## src/rtl/gfxHifPkg.sv

```systemverilog
package gfxHifPkg;
  localparam int DATA_W = 8;

  typedef struct packed {
    logic cmdPush;   // enqueue host byte into command queue
    logic cmdTag;    // 1 = command, 0 = parameter
    logic setOvf;    // write arrived while queue full
    logic capture;   // load host read register
    logic selData;   // capture result byte instead of status
    logic qPop;      // remove head of result queue
  } ctlStrobes_t;
endpackage

```

## src/rtl/gfxHifFifo.sv

```systemverilog
module gfxHifFifo #(
  parameter int WIDTH = 9,
  parameter int DEPTH = 16
) (
  input  logic             clk,
  input  logic             rstN,
  input  logic             push,
  input  logic [WIDTH-1:0] din,
  input  logic             pop,
  output logic [WIDTH-1:0] head,
  output logic             full,
  output logic             empty
);
  localparam int PTR_W = (DEPTH > 1) ? $clog2(DEPTH) : 1;
  localparam int CNT_W = $clog2(DEPTH + 1);

  logic [WIDTH-1:0] mem [DEPTH];
  logic [PTR_W-1:0] wrPtr, rdPtr;
  logic [CNT_W-1:0] count;
  logic doPush, doPop;

  assign full   = (count == CNT_W'(DEPTH));
  assign empty  = (count == '0);
  assign doPush = push && !full;
  assign doPop  = pop && !empty;
  assign head   = mem[rdPtr];

  function automatic logic [PTR_W-1:0] nextPtr(input logic [PTR_W-1:0] p);
    return (p == PTR_W'(DEPTH - 1)) ? '0 : p + 1'b1;
  endfunction

  always_ff @(posedge clk) begin
    if (!rstN) begin
      wrPtr <= '0;
      rdPtr <= '0;
      count <= '0;
    end else begin
      if (doPush) wrPtr <= nextPtr(wrPtr);
      if (doPop)  rdPtr <= nextPtr(rdPtr);
      case ({doPush, doPop})
        2'b10:   count <= count + 1'b1;
        2'b01:   count <= count - 1'b1;
        default: count <= count;
      endcase
    end
  end

  always_ff @(posedge clk) begin
    if (doPush) mem[wrPtr] <= din;
  end
endmodule

```

## src/rtl/gfxHifCtrl.sv

```systemverilog
module gfxHifCtrl
  import gfxHifPkg::*;
(
  input  logic        clk,
  input  logic        rstN,
  input  logic        hostAddr,
  input  logic        hostWr,
  input  logic        hostRd,
  input  logic        cmdFull,
  input  logic        dataReady,
  output ctlStrobes_t ctlStb
);
  logic prevWr, prevRd;
  logic wrRise, rdRise;

  always_ff @(posedge clk) begin
    if (!rstN) begin
      prevWr <= 1'b0;
      prevRd <= 1'b0;
    end else begin
      prevWr <= hostWr;
      prevRd <= hostRd;
    end
  end

  assign wrRise = hostWr && !prevWr;
  assign rdRise = hostRd && !prevRd;

  always_comb begin
    ctlStb         = '0;
    ctlStb.cmdTag  = hostAddr;
    ctlStb.cmdPush = wrRise && !cmdFull;
    ctlStb.setOvf  = wrRise && cmdFull;
    ctlStb.capture = rdRise;
    ctlStb.selData = hostAddr;
    ctlStb.qPop    = rdRise && hostAddr && dataReady;
  end
endmodule

```

## src/rtl/gfxHifDatapath.sv

```systemverilog
module gfxHifDatapath
  import gfxHifPkg::*;
#(
  parameter int CMD_DEPTH = 16,
  parameter int RDQ_DEPTH = 8
) (
  input  logic              clk,
  input  logic              rstN,
  input  ctlStrobes_t       ctlStb,
  input  logic [DATA_W-1:0] hostDin,
  output logic [DATA_W-1:0] hostDout,
  output logic              overflowErr,
  output logic              cmdValid,
  output logic              cmdIsCmd,
  output logic [DATA_W-1:0] cmdData,
  input  logic              cmdPop,
  input  logic              rdqPush,
  input  logic [DATA_W-1:0] rdqData,
  output logic              rdqFull,
  input  logic [4:0]        extFlags,
  output logic              cmdFull,
  output logic              dataReady
);
  localparam int ENTRY_W = DATA_W + 1;

  logic [ENTRY_W-1:0] cmdHead;
  logic               cmdEmpty;
  logic [DATA_W-1:0]  rdqHead;
  logic               rdqEmpty;
  logic [DATA_W-1:0]  statusByte;

  gfxHifFifo #(.WIDTH(ENTRY_W), .DEPTH(CMD_DEPTH)) u_cmdq (
    .clk(clk), .rstN(rstN),
    .push(ctlStb.cmdPush), .din({ctlStb.cmdTag, hostDin}),
    .pop(cmdPop), .head(cmdHead), .full(cmdFull), .empty(cmdEmpty)
  );

  gfxHifFifo #(.WIDTH(DATA_W), .DEPTH(RDQ_DEPTH)) u_rdq (
    .clk(clk), .rstN(rstN),
    .push(rdqPush), .din(rdqData),
    .pop(ctlStb.qPop), .head(rdqHead), .full(rdqFull), .empty(rdqEmpty)
  );

  assign dataReady  = !rdqEmpty;
  assign cmdValid   = !cmdEmpty;
  assign cmdIsCmd   = cmdHead[DATA_W];
  assign cmdData    = cmdHead[DATA_W-1:0];
  assign statusByte = {extFlags, cmdEmpty, cmdFull, dataReady};

  always_ff @(posedge clk) begin
    if (!rstN) begin
      hostDout    <= '0;
      overflowErr <= 1'b0;
    end else begin
      if (ctlStb.setOvf) overflowErr <= 1'b1;
      if (ctlStb.capture) begin
        if (!ctlStb.selData)  hostDout <= statusByte;
        else if (dataReady)   hostDout <= rdqHead;
        else                  hostDout <= '0;
      end
    end
  end
endmodule

```

## src/rtl/gfxHostIf.sv

```systemverilog
module gfxHostIf
  import gfxHifPkg::*;
#(
  parameter int CMD_DEPTH = 16,
  parameter int RDQ_DEPTH = 8
) (
  input  logic       clk,
  input  logic       rstN,
  input  logic       hostAddr,
  input  logic       hostWr,
  input  logic       hostRd,
  input  logic [7:0] hostDin,
  output logic [7:0] hostDout,
  output logic       overflowErr,
  output logic       cmdValid,
  output logic       cmdIsCmd,
  output logic [7:0] cmdData,
  input  logic       cmdPop,
  input  logic       rdqPush,
  input  logic [7:0] rdqData,
  output logic       rdqFull,
  input  logic       drawBusy,
  input  logic       dmaBusy,
  input  logic       vsyncActive,
  input  logic       hblankActive,
  input  logic       penValid
);
  ctlStrobes_t ctlStb;
  logic        cmdFull;
  logic        dataReady;

  gfxHifCtrl u_ctl (
    .clk(clk), .rstN(rstN), .hostAddr(hostAddr), .hostWr(hostWr),
    .hostRd(hostRd), .cmdFull(cmdFull), .dataReady(dataReady),
    .ctlStb(ctlStb)
  );

  gfxHifDatapath #(.CMD_DEPTH(CMD_DEPTH), .RDQ_DEPTH(RDQ_DEPTH)) u_dp (
    .clk(clk), .rstN(rstN), .ctlStb(ctlStb), .hostDin(hostDin),
    .hostDout(hostDout), .overflowErr(overflowErr), .cmdValid(cmdValid),
    .cmdIsCmd(cmdIsCmd), .cmdData(cmdData), .cmdPop(cmdPop),
    .rdqPush(rdqPush), .rdqData(rdqData), .rdqFull(rdqFull),
    .extFlags({penValid, hblankActive, vsyncActive, dmaBusy, drawBusy}),
    .cmdFull(cmdFull), .dataReady(dataReady)
  );
endmodule

```

## config.mk

```make
export PLATFORM = sky130hd
export DESIGN_NAME = gfxHostIf
export DESIGN_NICKNAME = d
export VERILOG_FILES = /design/src/rtl/gfxHifPkg.sv /design/src/rtl/gfxHifFifo.sv /design/src/rtl/gfxHifCtrl.sv /design/src/rtl/gfxHifDatapath.sv /design/src/rtl/gfxHostIf.sv
export SDC_FILE = /design/constraint.sdc
export NUM_CORES = 1
export LEC_CHECK = 0
export BUFFER_PORTS_ARGS = -buffer_cell sky130_fd_sc_hd__buf_4
export CAP_MARGIN = 20
export CORE_MARGIN = 4
export CORE_UTILIZATION = 30
export CTS_BUF_LIST = sky130_fd_sc_hd__clkbuf_8
export CTS_CLUSTER_DIAMETER = 30
export CTS_CLUSTER_SIZE = 14
export DETAILED_ROUTE_END_ITERATION = 8
export GPL_TIMING_DRIVEN = 0
export HOLD_SLACK_MARGIN = 0.15
export SYNTH_ARGS = -nofsm -noshare
export SYNTH_HDL_FRONTEND = slang
export SYNTH_SLANG_ARGS = --single-unit
```

## constraint.sdc

```tcl
create_clock -name clk -period 2.7 [get_ports clk]
set_input_delay 0.54 -clock clk [delete_from_list [all_inputs] [get_ports clk]]
set_output_delay 0.54 -clock clk [all_outputs]
set_load 0.01 [all_outputs]
```

== Word level (Yosys, flattened, before mapping) ==
Memories as Yosys holds them, arrays and structs flattened. A register that Yosys moved wholly into a read port is not among the register bits.
Index checks and enable logic that the tools add are counted.
Word-level totals
  flip-flop bits (word level): 34
  bits in latches: 0
  RAM bits: 208
  bits in read-only memories: 0
  output and inout port bits: 20
  word-level logic and storage cells: 66
  memories kept: 2
Cells by class
  $add $sub $neg: 8
  multiply operators: 0
  divide/modulo/power cells: 0
  magnitude comparators: 0
  eq/ne operators: 10
  shift operators: 0
  mux-type cells: 16
  bitwise operators: 0
  reductions and logical operators: 20
Memory list
  u_dp.u_cmdq.mem: depth 16, width 9, read ports 1, clocked after memory_dff 1, write ports 1, line gfxHifFifo.sv:17  | logic [WIDTH-1:0] mem [DEPTH];
  u_dp.u_rdq.mem: depth 8, width 8, read ports 1, clocked after memory_dff 1, write ports 1, line gfxHifFifo.sv:17
Operators with widths (number)
  2-to-1 mux 4 bit: 4
  2-to-1 mux 8 bit: 2
  adder 4 x 1 -> 4 bit, second input constant: 3
  == test 4 bit, second input constant: 3
  2-to-1 mux 3 bit: 4
  logical AND 1 bit: 10
  one-hot mux 5 bit (2 select lines): 1
  one-hot mux 4 bit (2 select lines): 1
  adder 3 x 1 -> 3 bit, second input constant: 2
  == test 3 bit, second input constant: 2
  zero test 1 bit: 6
  adder 5 x 1 -> 5 bit, second input constant: 1
  == test 5 bit, second input constant: 1
  zero test 5 bit: 1
  subtractor 5 x 1 -> 5 bit, second input constant: 1
  == test 2 x 1 -> 1 bit, second input constant: 2
  == test 2 bit, second input constant: 2
  zero test 4 bit: 1
  2-to-1 mux 1 bit: 4
  nonzero test 2 bit: 2
  subtractor 4 x 1 -> 4 bit, second input constant: 1

== Longest topological paths before layout ==
  depth after elaboration: 7
  gate-level depth with buffers: 12
  depth with buffers taken out: 10

== Modules after synthesis ==
From an unflattened synthesis, not the netlist that was laid out.
Unflattened totals
  cells, all modules: 545
  area, all modules: 10162.2 µm²
Modules (own cells, without submodules)
  gfxHifFifo (u_dp.u_cmdq): times used 1, cells an instance 316, area each 6441.2 µm²
  gfxHifFifo (u_dp.u_rdq): times used 1, cells an instance 173, area each 3215.6 µm²
  gfxHifDatapath: times used 1, cells an instance 45, area each 390.4 µm²
  gfxHifCtrl: times used 1, cells an instance 11, area each 115.1 µm²

== Worst setup path before layout ==
Ideal clock, no wire load.
  path type: flip-flop to flip-flop
  start point: register u_dp.u_cmdq.count[1]
  end point: register u_dp.u_cmdq.count[2]
  library setup time: 0.076 ns
  data arrival time: 2.744 ns
  slack: -0.119 ns
  cell stages (with the launch flop): 13
  buffers on the path: 2
  clock period less this slack: 2.819 ns
  cells stage by stage: dfxtp_1 -> buf_2 -> or4_1 -> o21ai_2 -> inv_1 -> ha_1 -> clkbuf_1 -> xor2_1 -> ha_1 -> a21oi_1 -> xnor2_1 -> or3_1 -> a21boi_0
Between the ends
  longest elaborated chain between the ends: 6
  elaborated cells on any way between the ends: 13
RTL lines
  start: declaration: line gfxHifFifo.sv:19  | logic [CNT_W-1:0] count;
  start signal: assignment: line gfxHifFifo.sv:41  | 2'b10: count <= count + 1'b1;
  start signal: assignment: line gfxHifFifo.sv:42  | 2'b01: count <= count - 1'b1;
  start signal: assignment: line gfxHifFifo.sv:43  | default: count <= count;
  == test 5 bit: line gfxHifFifo.sv:22  | assign full = (count == CNT_W'(DEPTH));
  zero test 1 bit: line gfxHifFifo.sv:24, gfxHifCtrl.sv:32
  logical AND 1 bit: line gfxHifCtrl.sv:32  | ctlStb.cmdPush = wrRise && !cmdFull;
  logical AND 1 bit: line gfxHifFifo.sv:24  | assign doPush = push && !full;
  == test 2 x 1 -> 1 bit / == test 2 bit (equally long branches): line gfxHifFifo.sv:40  | case ({doPush, doPop})
  one-hot mux 5 bit (2 select lines) / nonzero test 2 bit (equally long branches)
Several ways; a longest one is shown, not always the timed one.
A chain may end at the register's enable or synchronous reset.

==> results <==
- The total area inside the core boundary comes to 0.0327 mm².
- The final weighted congestion of routability-driven global placement is 0.720.
- The register cell area after layout is 0.00708 mm².
- Entering global routing, the biggest net connects 18 pins.
- The die covers 0.0362 mm².
- Derived from the worst setup path, the maximum achievable clock frequency is 0.361 GHz.
- Setup repair after global routing could not meet its margin everywhere.
- After detailed routing, the total wire length is 21.3 mm.
- The internal power summed over all cells is 7940 µW.
- Counting both buffers and inverters, the worst setup path holds a total of 3.
- For this run the aggregate overflow at the end of global routing stands at 0.
- Among all flip-flop cells after synthesis, the most frequent one is edfxtp_1.
- The flow ran to the end, but the final reports show violations.
- The share of power burned in combinational logic is 19.7%.
- Pin placement for this block handled 48 I/O pins.
- The post-route minimum period is 2.77 ns.
- The detailed placer's ending HPWL is 14.0 mm.
- In this run the biggest area consumer among cell types represents 62.6% of the synthesized area.
- The chip width is 190 µm.
- The synthesized instance count is 573.
- The setup slack at placement is -0.285 ns.
- By area the synthesized netlist is led by edfxtp_1 (63%), mux4_2 (12%), dfxtp_1 (8.2%).
- The highest ir drop seen on vdd is 0.410 mV.
- Of the available clock period, the critical path in the final layout requires 103%.
- The detailed-route wire length per cell is 18.3 µm.
- Summing the sequential cell areas from Yosys gives 70.8% of the chip area.
- The smallest setup slack after layout is -0.0716 ns.
- On the worst path, the slowest cell contributes a delay of 0.55 ns.
- The floorplan step set the die height to 190 µm.
- Of the total power, registers draw 41.1%.
- STA classifies the critical path endpoint as an output pin.
- The count of buffers inserted at the top-level ports is 46.
- At the pin with the least slew margin, the transition time is 0.990 ns.
- The global-route wire length before repair is 32.9 mm.
- The total global routing track utilization is 11.7%.
- The clock arrives with 0.0405 ns of skew.
- The worst min-delay path class is input pin to flop.
- Setup violations remaining at the end of the flow were counted as 6.
- Overall power consumption after layout is estimated at 10800 µW.
- The number of pins exceeding their max-slew limit in the final report is 0.
- The standby leakage power is 0.00419 µW.
- The slowest stage of the critical path belongs to the cell mux4_2.
- Traced cell by cell, the critical path runs through buf_12, buf_12, mux4_2, a22oi_2, nand2_1, buf_6.
- The post-synthesis area per instance is 17.4 µm².
- The number of antenna violations at the first check in global routing is 1.
- For the worst setup path, the data arrival time is 2.23 ns.
- The critical path data required time is 2.16 ns.
- The clock network fraction of total power is 39.2%.
- The commonest cells after synthesis are edfxtp_1 (208), mux4_2 (52), dfxtp_1 (41).
- For this run, the detailed router's first-pass iteration total came to 4.
- In the routed design, unresolved DRC markers number 0.
- Of the total power, the share spent switching nets is 26.6%.
- The H-tree was split into 2 levels.
- The worst setup path is launched from a flop.
- The total number of yosys warnings is 0.
- The number of vias per cell is 4.64.
- Summed over all instances, the cell type with the most area after synthesis is edfxtp_1.
- The final reports fail on negative setup slack.
- The TritonCTS buffer count is 48.
- The most common cell in the synthesized netlist is edfxtp_1.
- The combined area of all synthesized cells is 0.00998 mm².
- In the final layout, the multi-input gates occupy 0.00287 mm².
- The number of global-route vias before repair is 5634.
- The number of design-rule violations left by the first detailed-router iteration is 321.
- The number of vias in the routed layout is 5410.
- In the synthesized netlist the async set-or-reset flop fraction comes to 0%.
- The number of hold violations in the final report is 0.
- The most frequent cell on the critical path is buf_12.
- The cell at the root of the clock tree is clkbuf_8.
- The net total in the final layout is 729.
- The number of fill cells is 3094.
- Counting flops with a built-in enable in the synthesized netlist gives 208.
- TritonCTS built the clock tree.
- Summed over all nets, the switching power comes to 2880 µW.
- The starting utilization of the core area is 30.5%.
- The number of antenna diodes in the final layout is 0.
- Along the worst path, the maximum fanout reaches 10.
- The power density over the cells is 871 mW/mm².
- After clock tree synthesis, the clock-pin slew on the worst setup and hold paths is 0.06 ns.
- The clock drives 249 sinks.
- The fraction of layout instances using a drive strength above 1 is 34.1%.
- The max-cap violation count is 0.
- Synthesis produced a netlist with a net count of 617.
- The clock reaches the later pin of the worst-skew pair after 0.59 ns.
- The worst setup path is of the flop to output pin kind.
- The clock passes through at most 3 buffers.
- Relative to the synthesized area, the layout overhead comes to 24.4%.
- The count of nets left with antenna violations once routing finished came out at 0.
- The cell row count is 66.
- The number of different library cells used by synthesis comes to 57.
- The number of register bits inferred by synthesis is 249.
- The category of cells accounting for the largest share of critical-path delay is multiplexers.
- The max-slew headroom at the worst pin is 33.8%.
[sequential cells by signal, indices dropped and copies added (netlist names), named ones only]
register	count
u_ctl.prevWr	1
u_dp.u_rdq.count	4
u_dp.u_cmdq.wrPtr	4
u_dp.u_rdq.wrPtr	3
u_dp.u_cmdq.mem	144
u_dp.u_cmdq.count	5
u_dp.u_rdq.mem	64
u_dp.overflowErr	1
u_dp.u_cmdq.rdPtr	4
u_ctl.prevRd	1
u_dp.u_rdq.rdPtr	3
u_dp.hostDout	8
[per-layer routing]
metal	global-route usage [%]	part of all wire, %	vias up
met2	19.4	49	134
met4	3.15	1.4	2
met5	0	0.056	-
met3	2.93	5.7	36
li1	-	-	2505
met1	15.5	44	2733
[cells by family (layout without fill, tap and decap cells)]
logic type                 count (synthesis)  count (layout)  share of synthesized area (%)
and+or+nand+nor                          118             118                           6.16
buffers and inverters                     46             197                           1.87
adders and majority gates                 16              16                           2.08
AOI/OAI and AO/OA                         73              73                           5.52
xor gates and xnor gates                   7               7                          0.614
DFF                                      249             249                           70.8
muxes                                     64              64                           13.0
[what timing repair did]
action                                 CTS  global route
cloned                                   1             0
resized for setup                       40            23
endpoints found under the hold margin    1             0
hold buffers                             1             0
setup endpoints to repair               37            12
buffers inserted                         7             4
pin swaps                                9            12
[worst paths after layout]
kind	startpoint	end	slack, ns	depth (start not counted)
setup / recovery	flop	cmdIsCmd	-0.07	6
hold / removal	hostRd	u_ctl.prevRd	0.19	2
setup reg to reg	u_dp.u_cmdq.count[0]	u_dp.u_cmdq.count[4]	0.11	11
hold reg to reg	u_dp.overflowErr	u_dp.overflowErr	0.47	1
[power by group through the flow]
stage	logic (µW)	registers, µW	clock network [µW]
2_1_floorplan	1220	4480	0
5_1_grt	2320	4470	4540
3_3_place_gp	1780	4490	0
3_5_place_dp	1810	4490	0
6_report	2130	4450	4240
4_1_cts	2120	4430	4340
[layout by cell type (no fill, tap or decap), types with 9 or more instances in the layout]
master / synthesis / layout
a22oi_2: 0 / 14
and2_1: 9 / 9
buf_4: 0 / 53
clkbuf_1: 20 / 15
clkbuf_8: 0 / 48
clkinv_1: 0 / 9
dfxtp_1: 41 / 35
edfxtp_1: 208 / 208
ha_1: 15 / 12
inv_1: 14 / 18
mux2i_1: 11 / 11
mux4_2: 52 / 52
nand2_1: 37 / 37
nand2b_1: 12 / 12
nor2_1: 22 / 21
o21ai_0: 11 / 11
[cell type report]
class	count	area share, %
Timing Repair Buffer	65	4.38
Tap cell	442	4.46
Buffer	28	1.50
Clock buffer	48	5.32
Clock inverter	41	3.70
Multi-Input combinational cell	278	23.1
Sequential cell	249	57.0
Inverter	15	0.474
[per-stage QoR]
stage	util [%]	hold WS [ns]	cell area [µm²]	std cells	TNS, ns
2_1_floorplan	-	0.464	10000	573	0
3_3_place_gp	33.3	0.458	10900	1061	-16.15
3_5_place_dp	33.5	0.459	11000	1068	-3.13
4_1_cts	37.7	0.154	12300	1164	-0.857
5_1_grt	38.0	0.155	12400	1166	-1.41
6_report	38.0	0.190	12400	1166	-0.295
No activity file was read; power rests on OpenSTA's default activity.
